<file path="src/rtl/tri_ramp_gen.sv">
module tri_ramp_gen #(
  parameter int W = 8
) (
  input  logic           clk,
  input  logic           rst_n,
  input  logic           start,
  input  logic [3*W-1:0] ctrl_word,
  input  logic           tick,
  output logic [W-1:0]   dac_code,
  output logic           param_error
);

  localparam int CW = 3*W;

  logic [W-1:0]   step_in, per_in;
  logic [2*W-1:0] prod_in;
  logic           bad_in;

  assign step_in = ctrl_word[2*W-1:W];
  assign per_in  = ctrl_word[CW-1:2*W];
  assign prod_in = {{W{1'b0}}, step_in} * {{W{1'b0}}, per_in};
  assign bad_in  = (per_in == '0) || (prod_in[2*W-1:W] != '0);

  logic [W-1:0] step_q, per_q, cnt_q;
  logic         falling_q, active_q;
  logic         last_tick;

  assign last_tick = (cnt_q == per_q - W'(1));

  always_ff @(posedge clk or negedge rst_n) begin
    if (!rst_n) begin
      step_q      <= '0;
      per_q       <= '0;
      cnt_q       <= '0;
      falling_q   <= 1'b0;
      active_q    <= 1'b0;
      param_error <= 1'b0;
      dac_code    <= '0;
    end else if (start) begin
      step_q      <= step_in;
      per_q       <= per_in;
      cnt_q       <= '0;
      falling_q   <= 1'b0;
      active_q    <= !bad_in;
      param_error <= bad_in;
      dac_code    <= '0;
    end else if (tick && active_q) begin
      dac_code  <= falling_q ? dac_code - step_q : dac_code + step_q;
      cnt_q     <= last_tick ? '0 : cnt_q + W'(1);
      falling_q <= last_tick ? !falling_q : falling_q;
    end
  end

  p_reset_idle_r1: assert property (@(posedge clk) disable iff (!rst_n)
    (!active_q && !param_error) |-> dac_code == '0);

  p_start_zero_r2: assert property (@(posedge clk) disable iff (!rst_n)
    start |=> dac_code == '0);

  p_no_overflow_r3: assert property (@(posedge clk) disable iff (!rst_n)
    active_q |-> ({{W{1'b0}}, dac_code} <= {{W{1'b0}}, step_q} * {{W{1'b0}}, per_q}));

  p_hold_no_tick_r5: assert property (@(posedge clk) disable iff (!rst_n)
    (!tick && !start) |=> $stable(dac_code));

  p_err_holds_zero_r6: assert property (@(posedge clk) disable iff (!rst_n)
    param_error |-> dac_code == '0);

  p_err_only_on_start_r7: assert property (@(posedge clk) disable iff (!rst_n)
    !start |=> $stable(param_error));

  p_word_ignored_r8: assert property (@(posedge clk) disable iff (!rst_n)
    !start |=> ($stable(step_q) && $stable(per_q)));

endmodule

</file>
<file path="config.mk">
export PLATFORM = sky130hd
export DESIGN_NAME = tri_ramp_gen
export DESIGN_NICKNAME = d
export VERILOG_FILES = /design/src/rtl/tri_ramp_gen.sv
export SDC_FILE = /design/constraint.sdc
export NUM_CORES = 1
export LEC_CHECK = 0
export BUFFER_PORTS_ARGS = -buffer_cell sky130_fd_sc_hd__buf_2
export CORE_AREA = 2 2 94 96
export DETAILED_ROUTE_END_ITERATION = 8
export DIE_AREA = 0 0 96 98
export GPL_TIMING_DRIVEN = 0
export PLACE_DENSITY = 0.67
export REMOVE_ABC_BUFFERS = 1
export SETUP_SLACK_MARGIN = 0.3
export SLEW_MARGIN = 20
export SYNTH_ARGS = -nofsm -noshare
export SYNTH_HDL_FRONTEND = slang
export SYNTH_SLANG_ARGS = --single-unit
</file>
<file path="constraint.sdc">
create_clock -name clk -period 5 [get_ports clk]
set_clock_uncertainty 0.1 [all_clocks]
set_input_delay 1 -clock clk [delete_from_list [all_inputs] [get_ports clk]]
set_output_delay 1 -clock clk [all_outputs]
set_load 0.02 [all_outputs]
</file>
==> out/metrics.yaml <==
status: "complete, no violations"
post-route-period-util_pct: 96.5
place.gp.congestion: 0.852
numPortBuffers: 28
synth_area_leader_cell: "dfrtp_1"
synth_edf_count: 0
dpl_cell_area_um2: 4260
die_w_um: 96
grt_pass1_wl_um: 15400
setup_viol: 0
ios: 37
rr_endpoint: "dac_code[7]"
floorplan.initialDensity_pct: 47.9
clock_latency_ns: 0.30
cts_buffers: 5
antenna_found_initial: 0
rsz0062_at_grt: "yes"
drt_iter0_drc: 66
tightest_slew_ns: 0.779
syn2layout_area_growth_pct: 15.4
die_h_um: 98
seq_area_frac_synth_pct: 21.6
drtPass1Iterations: 4
yosys-top-cells-area: "dfrtp_1 22%, fa_1 18%, ha_1 13%, and2_1 5.9%, inv_1 5.0%"
num_antenna_cells: 0
endpoint_kind: "flop"
power.density_nw_per_um2: 311
final_cell_area_um2: 4680
yosys_most_used_dff: "dfrtp_1"
slew_headroom_pct: 48.1
r2r_start: "step_q[0]"
critPathKind: "in -> reg"
cts_tree: "built"
seqCellArea_um2: 876
dpl.hpwl_um: 6410
fillers: 764
layout.nets: 582
clockBufferDepth: 2
row_count: 34
syn_area_per_cell_um2: 9.00
hp-class: "reg -> reg"
h-tree-depth: 2
grt_busiest_layer: "met2"
p_leak_uw: 0.00220
worstPathMaxFanout: 4
fmax_ghz: 0.207
grt_pass1_vias: 3373
critical_path_arrival_ns: 4.92
core_um2: 8470
cts.sink_count: 35
drc: 0
grt-ovfl-total: 0
r2r_setup_slack_ns: 1.93
required_ns: 5.09
ys_ff_latch: 35
wl_um: 8530
ir_drop_v: 0.000184
grt_usage_pct: 20.3
grt_max_degree: 42
period_minus_slack_ns: 4.82
crit_start: "ctrl_word[11]"
finalMaxSlewViolations: 0
syn-instance-count: 451
ys_types: 49
synthesis.area_um2: 4060
met3_usage_pct: 2.85
start_kind: "primary input"
met2_usage_pct: 36.2
ys_warn_count: 0
wl_per_cell_um: 14.6
maxCapViolations: 0
clk_pin_slew_worst_paths_ns: 0.07
final.setup.tns_ns: 0
hold_violations: 0
synth_top_area_share_pct: 21.6
synthArstFlopShare_pct: 100
drive_gt1_share_pct: 18.7
hold_buffers: 0
worstRegToRegCells: 12
endpoint: "param_error"
multi_input_area_um2: 3080
root_buffer: "clkbuf_8"
gr-usage-met1_pct: 25.0
vias_per_cell: 5.46
ant_nets: 0
post-route-util_pct: 55.3
fp.dieArea_um2: 9410
vias: 3190
==> per-stage QoR <==
step	cells	setup WS [ns]	total power, µW	hold slack (ns)
4_1_cts	581	0.133	1370	0.380
5_1_grt	584	-0.00125	1590	0.399
3_5_place_dp	570	-0.553	1010	0.363
6_report	584	0.176	1450	0.379
3_3_place_gp	570	-0.540	989	0.357
2_1_floorplan	434	0.0388	847	0.401
==> repair_timing <==
item                                    in CTS  in global routing
gates resized for setup                     42                 15
endpoints found under the setup margin       2                  2
buffers inserted                             3                  3
pin swaps                                   19                 11
==> power breakdown <==
| part | internal, µW | switching [µW] | total, µW | leakage (µW) |
|---|---|---|---|---|
| Combinational | 441 | 468 | 908 | 0.00170 |
| Sequential | 300 | 17.9 | 318 | 0.000451 |
| Clock | 125 | 104 | 229 | 0.0000505 |
==> cell type report <==
type	instances	area share, %
sequential	35	18.7
timing repair buffer	34	6.04
clock inverter	1	0.160
multi-input combinational	345	65.8
clock buffer	7	2.06
inverter	54	4.33
tap	108	2.89
==> worst min-delay path by stage <==
stage,end,depth (start not counted),from
6_report,param_error,1,param_error
5_1_grt,param_error,1,param_error
4_1_cts,param_error,1,param_error
3_5_place_dp,param_error,1,param_error
3_3_place_gp,param_error,1,param_error
2_1_floorplan,per_q[7],1,per_q[7]
==> sequential cells by signal, summed over array words and instances (netlist names) <==
name         flops
step_q           8
active_q         1
per_q            8
cnt_q            8
param_error      1
falling_q        1
dac_code         8
==> per-layer routing <==
| layer | vias up | share of wire (%) |
|---|---|---|
| met3 | 13 | 3.0 |
| li1 | 1542 | - |
| met4 | 0 | 1.3 |
| met2 | 47 | 52 |
| met1 | 1588 | 43 |
| met5 | - | 0 |
==> synthesized netlist by cell type, types with 2 or more instances <==
cell,count
o2111ai_1,2
mux2i_1,2
a22o_1,2
nand4_1,3
dfrtp_1,35
nand2b_1,3
nand3b_1,5
o211ai_1,3
a31oi_1,5
a21oi_1,15
xnor2_1,13
nand2_1,44
and2_1,38
fa_1,36
a21o_1,4
a211oi_1,2
mux2_2,12
nor2_1,32
a21boi_0,2
nor2b_1,5
o31ai_1,2
o21ai_0,18
and3_1,2
nand3_1,4
inv_1,54
ha_1,43
nor3_4,2
clkbuf_1,16
nor3_1,12
or3_1,2
o21a_1,3
nor4_1,3
xor2_1,11
==> cells in the final DEF, fill, tap and decap left out, types with 4 or more instances in the layout <==
master    count
a21oi_1      14
a31oi_1       5
and2_1       34
and2_4        4
buf_2        14
buf_4         9
buf_6         8
clkbuf_8      7
dfrtp_1      35
fa_1         34
ha_1         36
ha_4          7
inv_1        54
mux2_2       12
nand2_1      40
nand2_2       5
nand3_1       4
nand3b_1      5
nor2_1       32
nor2b_1       5
nor3_1       11
o21ai_0      17
xnor2_1      12
xor2_1       11
==> logic make-up after synthesis <==
kind of cell	count (synthesis)	synth area share, %
AOI/OAI and AO/OA	68	11.0
xor gates and xnor gates	24	5.18
adders and majority gates	79	31.0
buffers and inverters	71	6.75
DFF	35	21.6
muxes	14	3.82
and+or+nand+nor	160	20.6
==> critical path, stage by stage <==
cell and delay (ns):
buf_12 0.11, and2_4 0.15, fa_1 0.52, inv_1 0.05, fa_1 0.48, inv_1 0.05, fa_1 0.53, fa_1 0.47
ha_4 0.19, a211o_1 0.22, o211ai_1 0.12, o211ai_1 0.20, a41oi_2 0.21, mux2i_2 0.27, o2111ai_2 0.20, o21a_1 0.15
Note: power is estimated with default switching activity, not from simulation.
